$ cat src/rtl/lcd_scan_pkg.sv
package lcd_scan_pkg;

    localparam int ROWS_MAX = 16;
    localparam int ROW_W    = 4;
    localparam int CELL_W   = 5;

    // rows in one scan frame for the selected mode
    function automatic logic [4:0] scan_rows(input logic two_line, input logic font_tall);
        if (two_line)
            return 5'd16;
        else if (font_tall)
            return 5'd11;
        else
            return 5'd8;
    endfunction

    // glyph row that carries the underline cursor
    function automatic logic [ROW_W-1:0] underline_row(input logic two_line, input logic font_tall);
        return (!two_line && font_tall) ? 4'd10 : 4'd7;
    endfunction

endpackage

$ cat src/rtl/lcd_scan_row_timer.sv
module lcd_scan_row_timer
    import lcd_scan_pkg::*;
#(
    parameter int TOTAL_COLS   = 80,
    parameter int LINE_LONG    = 400,
    parameter int LINE_SHORT   = 200,
    parameter int BLINK_FRAMES = 32,
    parameter bit M_PER_LINE   = 1'b0,
    localparam int LINE_MAX    = (LINE_LONG > LINE_SHORT) ? LINE_LONG : LINE_SHORT,
    localparam int LCNT_W      = $clog2(LINE_MAX + 1),
    localparam int COL_W       = $clog2(TOTAL_COLS),
    localparam int HALF        = (BLINK_FRAMES / 2 < 1) ? 1 : BLINK_FRAMES / 2,
    localparam int BCNT_W      = $clog2(HALF + 1)
) (
    input  logic                clk,
    input  logic                rst_n,
    input  logic                osc_tick,
    input  logic                two_line,
    input  logic                font_tall,
    output logic [ROWS_MAX-1:0] com_sel,
    output logic                frame_m,
    output logic                blink_phase,
    output logic                shift_en,
    output logic                latch_en,
    output logic [COL_W-1:0]    shift_col,
    output logic [ROW_W-1:0]    fetch_row
);

    typedef struct packed {
        logic [LCNT_W-1:0]   line;
        logic [ROW_W-1:0]    row;
        logic [ROWS_MAX-1:0] com;
        logic                m;
        logic [BCNT_W-1:0]   bcnt;
        logic                bph;
    } tstate_t;

    tstate_t s_d, s_q;

    logic [4:0]        rows_d;
    logic [LCNT_W-1:0] len_m1_d;
    logic              line_end_d;
    logic [4:0]        row_inc_d;
    logic [ROW_W-1:0]  row_nxt_d;
    logic              frame_end_d;

    always_comb begin
        rows_d      = scan_rows(two_line, font_tall);
        len_m1_d    = two_line ? LCNT_W'(LINE_SHORT - 1) : LCNT_W'(LINE_LONG - 1);
        line_end_d  = (s_q.line >= len_m1_d);
        row_inc_d   = {1'b0, s_q.row} + 5'd1;
        row_nxt_d   = (row_inc_d >= rows_d) ? '0 : row_inc_d[ROW_W-1:0];
        frame_end_d = (row_nxt_d == '0);

        s_d = s_q;
        if (osc_tick) begin
            if (line_end_d) begin
                s_d.line = '0;
                s_d.row  = row_nxt_d;
                s_d.com  = ROWS_MAX'(1) << row_nxt_d;
                if (M_PER_LINE || frame_end_d)
                    s_d.m = ~s_q.m;
                if (frame_end_d) begin
                    if (s_q.bcnt == BCNT_W'(HALF - 1)) begin
                        s_d.bcnt = '0;
                        s_d.bph  = ~s_q.bph;
                    end else begin
                        s_d.bcnt = s_q.bcnt + BCNT_W'(1);
                    end
                end
            end else begin
                s_d.line = s_q.line + LCNT_W'(1);
            end
        end

        shift_en    = osc_tick && (s_q.line < LCNT_W'(TOTAL_COLS));
        latch_en    = osc_tick && line_end_d;
        shift_col   = COL_W'(TOTAL_COLS - 1) - COL_W'(s_q.line);
        fetch_row   = row_nxt_d;
        com_sel     = s_q.com;
        frame_m     = s_q.m;
        blink_phase = s_q.bph;
    end

    always_ff @(posedge clk or negedge rst_n) begin
        if (!rst_n) begin
            s_q <= '{line: '0, row: '0, com: ROWS_MAX'(1), m: 1'b0, bcnt: '0, bph: 1'b0};
        end else begin
            s_q <= s_d;
        end
    end

    // exactly one common line is selected
    p_com_onehot_r1: assert property (@(posedge clk) disable iff (!rst_n)
        $countones(com_sel) == 1);

    // the scan is frozen while no tick arrives
    p_tick_hold_r2: assert property (@(posedge clk) disable iff (!rst_n)
        !osc_tick |=> $stable(s_q.line) && $stable(com_sel));

    // shifting never overlaps the row boundary
    p_shift_latch_excl_r3: assert property (@(posedge clk) disable iff (!rst_n)
        !(shift_en && latch_en));

    // alternation only moves at a row boundary
    p_m_at_boundary_r6: assert property (@(posedge clk) disable iff (!rst_n)
        !latch_en |=> $stable(frame_m));

endmodule

$ cat src/rtl/lcd_scan_pixel.sv
module lcd_scan_pixel
    import lcd_scan_pkg::*;
#(
    parameter int COL_W  = 7,
    parameter int CELL_IW = 4
) (
    input  logic [ROW_W-1:0]   row,
    input  logic [COL_W-1:0]   col,
    input  logic               two_line,
    input  logic               font_tall,
    input  logic               disp_on,
    input  logic               cursor_on,
    input  logic               blink_on,
    input  logic               blink_phase,
    input  logic               cur_line,
    input  logic [CELL_IW-1:0] cur_cell,
    input  logic               fetch_bit,
    output logic               pix
);

    logic [COL_W-1:0] cell_d;
    logic             line_of_row_d;
    logic [ROW_W-1:0] glyph_row_d;
    logic             in_cell_d;
    logic             underline_d;
    logic             block_d;

    always_comb begin
        cell_d        = col / COL_W'(CELL_W);
        line_of_row_d = two_line & row[ROW_W-1];
        glyph_row_d   = two_line ? {1'b0, row[ROW_W-2:0]} : row;
        in_cell_d     = (cell_d == COL_W'(cur_cell)) && (line_of_row_d == cur_line);
        underline_d   = cursor_on && in_cell_d &&
                        (glyph_row_d == underline_row(two_line, font_tall));
        block_d       = blink_on && blink_phase && in_cell_d;
        pix           = disp_on && (fetch_bit || underline_d || block_d);
    end

endmodule

$ cat src/rtl/lcd_scan_seg_shift.sv
module lcd_scan_seg_shift #(
    parameter int SEG_BITS = 40
) (
    input  logic                clk,
    input  logic                rst_n,
    input  logic                shift_en,
    input  logic                latch_en,
    input  logic                pix_in,
    input  logic                disp_on,
    output logic [SEG_BITS-1:0] seg_out,
    output logic                seg_sclk,
    output logic                seg_lclk,
    output logic                ext_dout
);

    typedef struct packed {
        logic [SEG_BITS-1:0] sh;
        logic [SEG_BITS-1:0] lat;
        logic                sclk;
        logic                lclk;
        logic                dout;
    } sstate_t;

    sstate_t s_d, s_q;

    always_comb begin
        s_d      = s_q;
        s_d.sclk = shift_en;
        s_d.lclk = latch_en;
        if (shift_en) begin
            s_d.dout = s_q.sh[SEG_BITS-1];
            s_d.sh   = {s_q.sh[SEG_BITS-2:0], pix_in};
        end
        if (latch_en)
            s_d.lat = s_q.sh;

        seg_out  = s_q.lat;
        seg_sclk = s_q.sclk;
        seg_lclk = s_q.lclk;
        ext_dout = s_q.dout;
    end

    always_ff @(posedge clk or negedge rst_n) begin
        if (!rst_n) begin
            s_q <= '0;
        end else begin
            s_q <= s_d;
        end
    end

    // segment outputs move only at a latch
    p_latch_hold_r4: assert property (@(posedge clk) disable iff (!rst_n)
        !latch_en |=> $stable(seg_out));

    // latch pulse is a single cycle
    p_lclk_single_r4: assert property (@(posedge clk) disable iff (!rst_n)
        seg_lclk |=> !seg_lclk);

    // with the display off the entering bit is blank
    p_blank_entry_r7: assert property (@(posedge clk) disable iff (!rst_n)
        (shift_en && !disp_on) |=> !s_q.sh[0]);

endmodule

$ cat src/rtl/lcd_scan_timing.sv
module lcd_scan_timing
    import lcd_scan_pkg::*;
#(
    parameter int SEG_BITS     = 40,
    parameter int EXT_BITS     = 40,
    parameter int LINE_LONG    = 400,
    parameter int LINE_SHORT   = 200,
    parameter int BLINK_FRAMES = 32,
    parameter bit M_PER_LINE   = 1'b0,
    localparam int TOTAL_COLS  = SEG_BITS + EXT_BITS,
    localparam int COL_W       = $clog2(TOTAL_COLS),
    localparam int CELL_CNT    = (TOTAL_COLS + CELL_W - 1) / CELL_W,
    localparam int CELL_IW     = (CELL_CNT > 1) ? $clog2(CELL_CNT) : 1
) (
    input  logic                clk,
    input  logic                rst_n,
    input  logic                osc_tick,
    input  logic                two_line,
    input  logic                font_tall,
    input  logic                disp_on,
    input  logic                cursor_on,
    input  logic                blink_on,
    input  logic                cur_line,
    input  logic [CELL_IW-1:0]  cur_cell,
    output logic [ROW_W-1:0]    fetch_row,
    output logic [COL_W-1:0]    fetch_col,
    input  logic                fetch_bit,
    output logic [ROWS_MAX-1:0] com_sel,
    output logic [SEG_BITS-1:0] seg_out,
    output logic                seg_sclk,
    output logic                seg_lclk,
    output logic                ext_dout,
    output logic                frame_m
);

    logic shift_en;
    logic latch_en;
    logic blink_phase;
    logic pix;

    lcd_scan_row_timer #(
        .TOTAL_COLS  (TOTAL_COLS),
        .LINE_LONG   (LINE_LONG),
        .LINE_SHORT  (LINE_SHORT),
        .BLINK_FRAMES(BLINK_FRAMES),
        .M_PER_LINE  (M_PER_LINE)
    ) u_timer (
        .clk        (clk),
        .rst_n      (rst_n),
        .osc_tick   (osc_tick),
        .two_line   (two_line),
        .font_tall  (font_tall),
        .com_sel    (com_sel),
        .frame_m    (frame_m),
        .blink_phase(blink_phase),
        .shift_en   (shift_en),
        .latch_en   (latch_en),
        .shift_col  (fetch_col),
        .fetch_row  (fetch_row)
    );

    lcd_scan_pixel #(
        .COL_W  (COL_W),
        .CELL_IW(CELL_IW)
    ) u_pixel (
        .row        (fetch_row),
        .col        (fetch_col),
        .two_line   (two_line),
        .font_tall  (font_tall),
        .disp_on    (disp_on),
        .cursor_on  (cursor_on),
        .blink_on   (blink_on),
        .blink_phase(blink_phase),
        .cur_line   (cur_line),
        .cur_cell   (cur_cell),
        .fetch_bit  (fetch_bit),
        .pix        (pix)
    );

    lcd_scan_seg_shift #(
        .SEG_BITS(SEG_BITS)
    ) u_shift (
        .clk     (clk),
        .rst_n   (rst_n),
        .shift_en(shift_en),
        .latch_en(latch_en),
        .pix_in  (pix),
        .disp_on (disp_on),
        .seg_out (seg_out),
        .seg_sclk(seg_sclk),
        .seg_lclk(seg_lclk),
        .ext_dout(ext_dout)
    );

    // a shift pulse follows every shifting tick, before the latch
    p_sclk_follows_r3: assert property (@(posedge clk) disable iff (!rst_n)
        shift_en |=> seg_sclk && !seg_lclk);

endmodule

$ cat config.mk
export PLATFORM = sky130hd
export DESIGN_NAME = lcd_scan_timing
export DESIGN_NICKNAME = d
export VERILOG_FILES = /design/src/rtl/lcd_scan_pkg.sv /design/src/rtl/lcd_scan_row_timer.sv /design/src/rtl/lcd_scan_pixel.sv /design/src/rtl/lcd_scan_seg_shift.sv /design/src/rtl/lcd_scan_timing.sv
export SDC_FILE = /design/constraint.sdc
export NUM_CORES = 1
export LEC_CHECK = 0
export BUFFER_PORTS_ARGS = -buffer_cell sky130_fd_sc_hd__buf_2
export CORE_UTILIZATION = 60
export CTS_BUF_LIST = sky130_fd_sc_hd__clkbuf_4
export DETAILED_ROUTE_END_ITERATION = 10
export PLACE_DENSITY = 0.93
export SETUP_SLACK_MARGIN = 0.02
export SLEW_MARGIN = 20
export SYNTH_ARGS = -nofsm -noshare
export SYNTH_HDL_FRONTEND = slang
export SYNTH_SLANG_ARGS = --single-unit
export TNS_END_PERCENT = 30
$ cat constraint.sdc
create_clock -name clk -period 6.1 [get_ports clk]
set_clock_uncertainty 0.15 [all_clocks]
set_input_delay 1.22 -clock clk [delete_from_list [all_inputs] [get_ports clk]]
set_output_delay 1.22 -clock clk [all_outputs]
set_load 0.1 [all_outputs]
# Word level (Yosys, flattened, before mapping)
# Index checks and enable logic that the tools add are counted.
# totals
reg_bits	119
inputBits	14
out_inout_bits	71
word_cells	51
# classes
addsub	4
div_mod_pow	1
magnitude_cmp	3
n_eq_ne	4
shift	1
muxes	8
bitwise	3
reduce_logical	16
# ops
op	count
9-bit 2-to-1 mux	2
1-bit by 4-bit << shifter with 16-bit output (first input constant)	1
4-bit 2-to-1 mux	3
5-bit 2-to-1 mux	2
9-bit by 1-bit adder with 9-bit output (second input constant)	1
9-bit >= comparator	1
1-bit logical AND	9
9-bit by 7-bit less-than comparator with 1-bit output (second input constant)	1
7-bit by 3-bit divider with 7-bit output (second input constant)	1
7-bit by 4-bit == test with 1-bit output	1
7-bit subtractor (first input constant)	1
4-bit by 1-bit adder with 5-bit output (second input constant)	1
5-bit by 1-bit adder with 5-bit output (second input constant)	1
5-bit by 4-bit == test with 1-bit output (second input constant)	1
5-bit >= comparator	1
4-bit == test	1
4-bit logical NOT	1
4-bit AND reduction	1
3-bit AND reduction	1
1-bit logical OR	2
2-bit 2-to-1 mux	1
1-bit inverter	2
2-bit AND reduction	1
1-bit AND	1
2 further kinds	2

# Logic depth before layout (Yosys ltp)
# Gate-level depths: netlist (run 1).
# depth
word_depth	12
depth_mapped	15
depth_no_buf	14

# Cells and area by module
# Synthesis (run 1) repeated with hierarchy kept, for this count alone.
# hier_totals
hier_cells	545
hier_area_um2	6516.2
# by_module_without_submodules
mod	n_inst	cells_per_inst	area_each_um2	seq_area_each_um2
lcd_scan_seg_shift	1	213	3560.9	2077.0
lcd_scan_row_timer	1	209	2130.8	902.1
lcd_scan_pixel	1	123	824.5	0.0

# Least setup slack after synthesis (run 1)
# No wires, ideal clock.
# synth_path
path_kind	input port to output port
from	input two_line
to	output fetch_row[0]
arrival_time_ns	3.274
t_required_ns	4.730
path_slack_ns	1.456
cell_stages	7
path_buffers	0
cell_sequence	inv_1 -> nand2_1 -> inv_1 -> ha_1 -> o21ai_0 -> a31oi_1 -> nor2_1
# synth_via
elab_chain_len	3
# synth_rtl
item	line_no	text
start: declaration	lcd_scan_timing.sv:18	input logic two_line,
5-bit 2-to-1 mux	lcd_scan_pkg.sv:9	if (two_line)
5-bit >= comparator	lcd_scan_row_timer.sv:52	row_nxt_d = (row_inc_d >= rows_d) ? '0 : row_inc_d[ROW_W-1:0];
4-bit 2-to-1 mux	lcd_scan_row_timer.sv:52	
end: declaration	lcd_scan_timing.sv:25	output logic [ROW_W-1:0] fetch_row,
# Every way passes these cells.

# Final worst setup path (run 1)
# layout_path
from	register u_timer.s_q[23] in the netlist's numbering
to	output fetch_row[3]
# layout_via
elab_chain_len	3
# layout_rtl
item	line_no	text
start: declaration	lcd_scan_row_timer.sv:38	tstate_t s_d, s_q;
start signal: assignment	lcd_scan_row_timer.sv:87	s_q <= '{line: '0, row: '0, com: ROWS_MAX'(1), m: 1'b0, bcnt: '0, bph: 1'b0};
4-bit by 1-bit adder with 5-bit output (*)	lcd_scan_row_timer.sv:51	row_inc_d = {1'b0, s_q.row} + 5'd1;
5-bit >= comparator	lcd_scan_row_timer.sv:52	
4-bit 2-to-1 mux (*)	lcd_scan_row_timer.sv:52	
# Every way passes the cells marked *; elsewhere a longest branch is shown, timed or not.

==> results of run 1 <==
## synthesized netlist by cell type (all sizes together), types with 4 or more instances
cell type and count:
nand2 292, dfrtp 118, buf 67, clkbuf 23, o21ai 23, inv 19
nor2 19, ha 14, a21oi 13, nand3 11, xnor2 11, nor3 10
o31ai 9, nand2b 7, o41ai 7, a31oi 5, and3 5, nand4 4
o211ai 4, xor2 4
## per-stage QoR
step / area [sq um] / util [%] / setup WS, ps
floorplan: 6148 / - / 1456
global placement: 6202 / 62.87 / 1625
detailed placement: 6202 / 62.87 / 1546
CTS: 6513 / 66.02 / 1382
global route: 6513 / 66.02 / 1144
finish: 6513 / 66.02 / 1347
## worst paths after layout
check | slack, ps | from | endpoint | cells after the start
min in group asynchronous | 700 | rst_n | u_shift.s_q[72] | 1
min reg2reg | 330 | u_shift.seg_out[12] | u_shift.seg_out[12] | 2
max reg2reg | 2120 | u_timer.s_q[31] | u_shift.s_q[43] | 13
min | 330 | u_shift.seg_out[12] | u_shift.seg_out[12] | 2
max | 1350 | u_timer.s_q[23] | fetch_row[3] | 9
max in group asynchronous | 3970 | rst_n | u_timer.s_q[30] | 2
## kinds of logic after synthesis
group	share of synthesized area [%]
AND/OR/NAND/NOR	24.24
flip-flops	48.45
buffers and inverters	10.52
AO/OA/AOI/OAI	10.83
adder cells (fa/ha/maj)	3.195
XOR/XNOR	2.259
multiplexers	0.5088
## registers in the layout, summed over array words and instances (netlist names)
| register | flops |
|---|---|
| u_shift.seg_sclk | 1 |
| u_timer.frame_m | 1 |
| u_timer.blink_phase | 1 |
| u_shift.s_q | 40 |
| u_timer.com_sel | 16 |
| u_timer.s_q | 18 |
| u_shift.seg_out | 40 |
| u_shift.ext_dout | 1 |
| u_shift.seg_lclk | 1 |
## metal layers
layer / routed length [um] / global-route usage (%)
met1: 5826 / 33.94
met5: 0 / 0
met4: 250 / 9.859
met3: 620 / 6.720
met2: 6424 / 44.05
## worst max-delay path, delay by kind of cell (launching register included)
| kind | cells | cell delay (ps) |
|---|---|---|
| adders and majority gates | 1 | 320 |
| buffers and inverters | 2 | 630 |
| AOI/OAI and AO/OA | 2 | 300 |
| and+or+nand+nor | 3 | 650 |
| xor gates and xnor gates | 1 | 340 |
| DFF | 1 | 640 |
## layout make-up
type	count	area (sq um)
Sequential cell	119	2979
Fill cell	778	3352
Timing Repair Buffer	88	452.9
Inverter	21	78.83
Multi-Input combinational cell	488	2525
Tap cell	133	166.4
Clock buffer	17	127.6
Clock inverter	14	182.7
## power breakdown
part           switching, uW  total (uW)  internal, uW  leakage (uW)
combinational           1150        1410           266       0.00179
clock                    297         617           320      0.000159
sequential               143        1070           931       0.00162
==> reports/metrics.yaml, run 1 <==
start_kind: "register"
syn_nets: 746
clock_sinks: 119
syn_avg_cell_area_sq_um: 8.563
io_pins: 85
setup_viol: 0
mostFrequentLayoutCell: "nand2_1"
synth_area_leaders: "dfrtp_1, nand2_1, buf_4"
grt_pass1_wl_mm: 21.42
dr.pass1.iters: 5
grt_pass1_vias: 4550
async_flop_share_pct: 100.0
yosys.area.top_type: "dfrtp_1"
timing.fmax_ghz: 0.2104
rsz0062_at_grt: "false"
whs_ps: 327.3
syn_area_sq_um: 6148
die_h_um: 103.2
tns_ps: 0
core_area_sq_um: 9864
clk_path_buf_depth: 2
ir_drop_mv: 0.4433
worstSetupEndpointType: "primary output"
yosysSeqAreaShare_pct: 48.45
critPathKind: "register to primary output"
max_stage_delay_ps: 640
hpwl_mm: 8.764
die_x_um: 103.2
drive_gt1_share_pct: 18.47
synth_top_area_share_pct: 48.03
wire_per_inst_um: 14.91
final_cell_mix: "nand2_1, dfrtp_1, buf_2"
vias: 4782
path_clk_slew_ps: 110
port-buffer-count: 84
syn-instance-count: 718
synth.distinct_cells: 68
status: "complete, no violations"
slew_viol_final: 0
overflow: 0
cp_slowest_cell: "dfrtp_1"
synth_edf_count: 0
ys.flop_type: "dfrtp_1"
leakagePower_uw: 0.003570
cts_setup_buffers: 0
post_cts_resized: 0
ant_nets: 0
antenna_found_initial: 0
nets: 763
antennaDiodeCount: 0
worstPathRequired_ps: 4730
wirelength_mm: 13.12
placed_cells: 849
max-cap-violations: 0
routabilityCongestion: 0.8725
cts_buffers: 17
clock_latency_ps: 520
root_buffer: "clkbuf_4"
relSlewSlack_pct: 34.95
finalCritPeriodShare_pct: 77.91
min_period_ps: 4753
fin_cells: 880
grt_max_degree: 80
min_path_type: "register to register"
drc: 0
power_density_nw_per_um2: 476.9
rows: 36
cts_hold_buf: 0
arrival_ps: 3380
tightest_slew_ps: 975.8
path_cells: "nand3_1, xnor2_1, ha_1, o21a_1, nor2_1, a31oi_1, nand2b_1, inv_2, buf_2"
die-area_sq_um: 10660
finalHoldViolations: 0
synth-seq-cells: 119
critPathMaxFanout: 14
grtUsageTotal_pct: 26.59
via_per_inst: 5.434
start_util_pct: 62.33
power.total_uw: 3106
cts_tree: "done"
drt_iter0_markers: 233
area.growth.synth_to_final_pct: 5.922
htreeDepth: 4
yosys_warnings: 0
(Power assumes the default switching activity.)
==> run 2: changes to the inputs <==
Clock period 6.1 ns to 4.4 ns, I/O delays scaled along.
==> run 2 against run 1 <==
Net effect: via count grew 1.0%; first-iteration DRC count grew 40%; clock power grew 41%; combinational power grew 39%; total power grew 39%; worst hold slack lost 16 ps; wire length shrank 3.2%; largest power group unchanged.
==> reports/metrics.yaml, run 2 (synthesized netlist as in run 1, its figures left out) <==
vias: 4832
rsz0062_at_grt: "false"
status: "complete, no violations"
core_area_sq_um: 9864
slew_viol_final: 0
grt_max_degree: 72
use_met2_pct: 44.10
power.total_uw: 4321
busiest_layer: "met2"
antennaDiodeCount: 0
rows: 36
worstPathRequired_ps: 3370
ir_drop_mv: 0.5224
mostFrequentLayoutCell: "nand2_1"
start_kind: "register"
port-buffer-count: 84
rr_worst_depth: 12
via_per_inst: 5.472
grt_use_met3_pct: 6.855
start_util_pct: 62.33
area.growth.synth_to_final_pct: 6.715
critPathMaxFanout: 14
clock_latency_ps: 500
routabilityCongestion: 0.8717
finalCritPeriodShare_pct: 92.43
ant_nets: 0
setup.worst_path.start: "u_timer.s_q[23]"
arrival_ps: 3040
path_clk_slew_ps: 100
max-cap-violations: 0
dr.pass1.iters: 6
power_density_nw_per_um2: 658.6
die-area_sq_um: 10660
min_period_ps: 4067
drt_iter0_markers: 326
final_cell_mix: "nand2_1, dfrtp_1, buf_2"
tns_ps: 0
worst-r2r-setup-slack_ps: 840
r2r_end: "u_shift.s_q[43]"
antenna_found_initial: 0
timing.fmax_ghz: 0.2459
grtUsageTotal_pct: 26.27
final_cell_area_sq_um: 6561
hold_start: "u_timer.com_sel[0]"
io_pins: 85
min_path_cells: 2
min_path_type: "register to register"
die_x_um: 103.2
htreeDepth: 4
worstSetupEndpointType: "primary output"
critPathKind: "register to primary output"
overflow: 0
nets: 765
cts_buffers: 17
place_area_sq_um: 6230
grt_use_met1_pct: 33.50
finalHoldViolations: 0
clock_sinks: 119
drive_gt1_share_pct: 18.80
drc: 0
die_h_um: 103.2
wire_per_inst_um: 14.39
grt_pass1_vias: 4615
nFillCells: 788
hold_end: "u_timer.com_sel[0]"
wirelength_mm: 12.70
utilization_pct: 66.51
clk_path_buf_depth: 2
tightest_slew_ps: 889.9
setup_viol: 0
hpwl_mm: 8.822
cts_tree: "done"
relSlewSlack_pct: 40.67
leakagePower_uw: 0.003588
grt_pass1_wl_mm: 21.47
r2r_start: "u_timer.s_q[32]"
root_buffer: "clkbuf_4"
## run 2: worst max-delay path by stage
stage	depth (start not counted)	end	slack, ps
2_1_floorplan	7	fetch_row[0]	440
3_5_place_dp	10	fetch_row[3]	500
6_report	9	fetch_row[3]	330
3_3_place_gp	10	fetch_row[3]	580
5_1_grt	9	fetch_row[3]	70
4_1_cts	9	fetch_row[3]	160
## run 2: repair_timing
item                                    in CTS  in global routing
resized for setup                            0                  2
hold buffers                                 0                  0
endpoints found under the setup margin       0                  2
setup buffers                                0                  0
## run 2: metal layers
layer | wire, um | share of wire (%)
met4 | 115 | 0.91
met1 | 5463 | 43
met2 | 6387 | 50
met3 | 737 | 5.8
met5 | 0 | 0
## run 2: metrics by stage
step | setup WS (ps) | std cells | hold slack [ps]
finish | 333.0 | 883 | 311.1
global route | 66.26 | 883 | 342.1
CTS | 157.3 | 883 | 315.7
detailed placement | 497.9 | 851 | 299.3
global placement | 578.5 | 851 | 299.4
floorplan | 436.1 | 718 | 289.3
## run 2: cell type report
| type | count | area (sq um) | area share (%) |
|---|---|---|---|
| repair buffers | 90 | 483.0 | 7.361 |
| multi-input cells | 488 | 2525 | 38.48 |
| inverters | 21 | 78.83 | 1.201 |
| clock inverters | 15 | 200.2 | 3.051 |
| clock buffers | 17 | 127.6 | 1.945 |
| well taps | 133 | 166.4 | 2.536 |
| flip-flops and latches | 119 | 2980 | 45.42 |
## run 2: where the power goes
part,internal [uW],switching (uW)
combinational,376,1580
clock,454,417
sequential,1290,199
total,2120,2200
## run 2: critical path: stages, from the launching register on
cell and delay, ps:
dfrtp_2 520, ha_1 290, and3_1 200, ha_1 260, o21a_1 120, nor2_1 50, a31oi_1 340, nand2b_1 340
inv_2 120, clkbuf_4 300
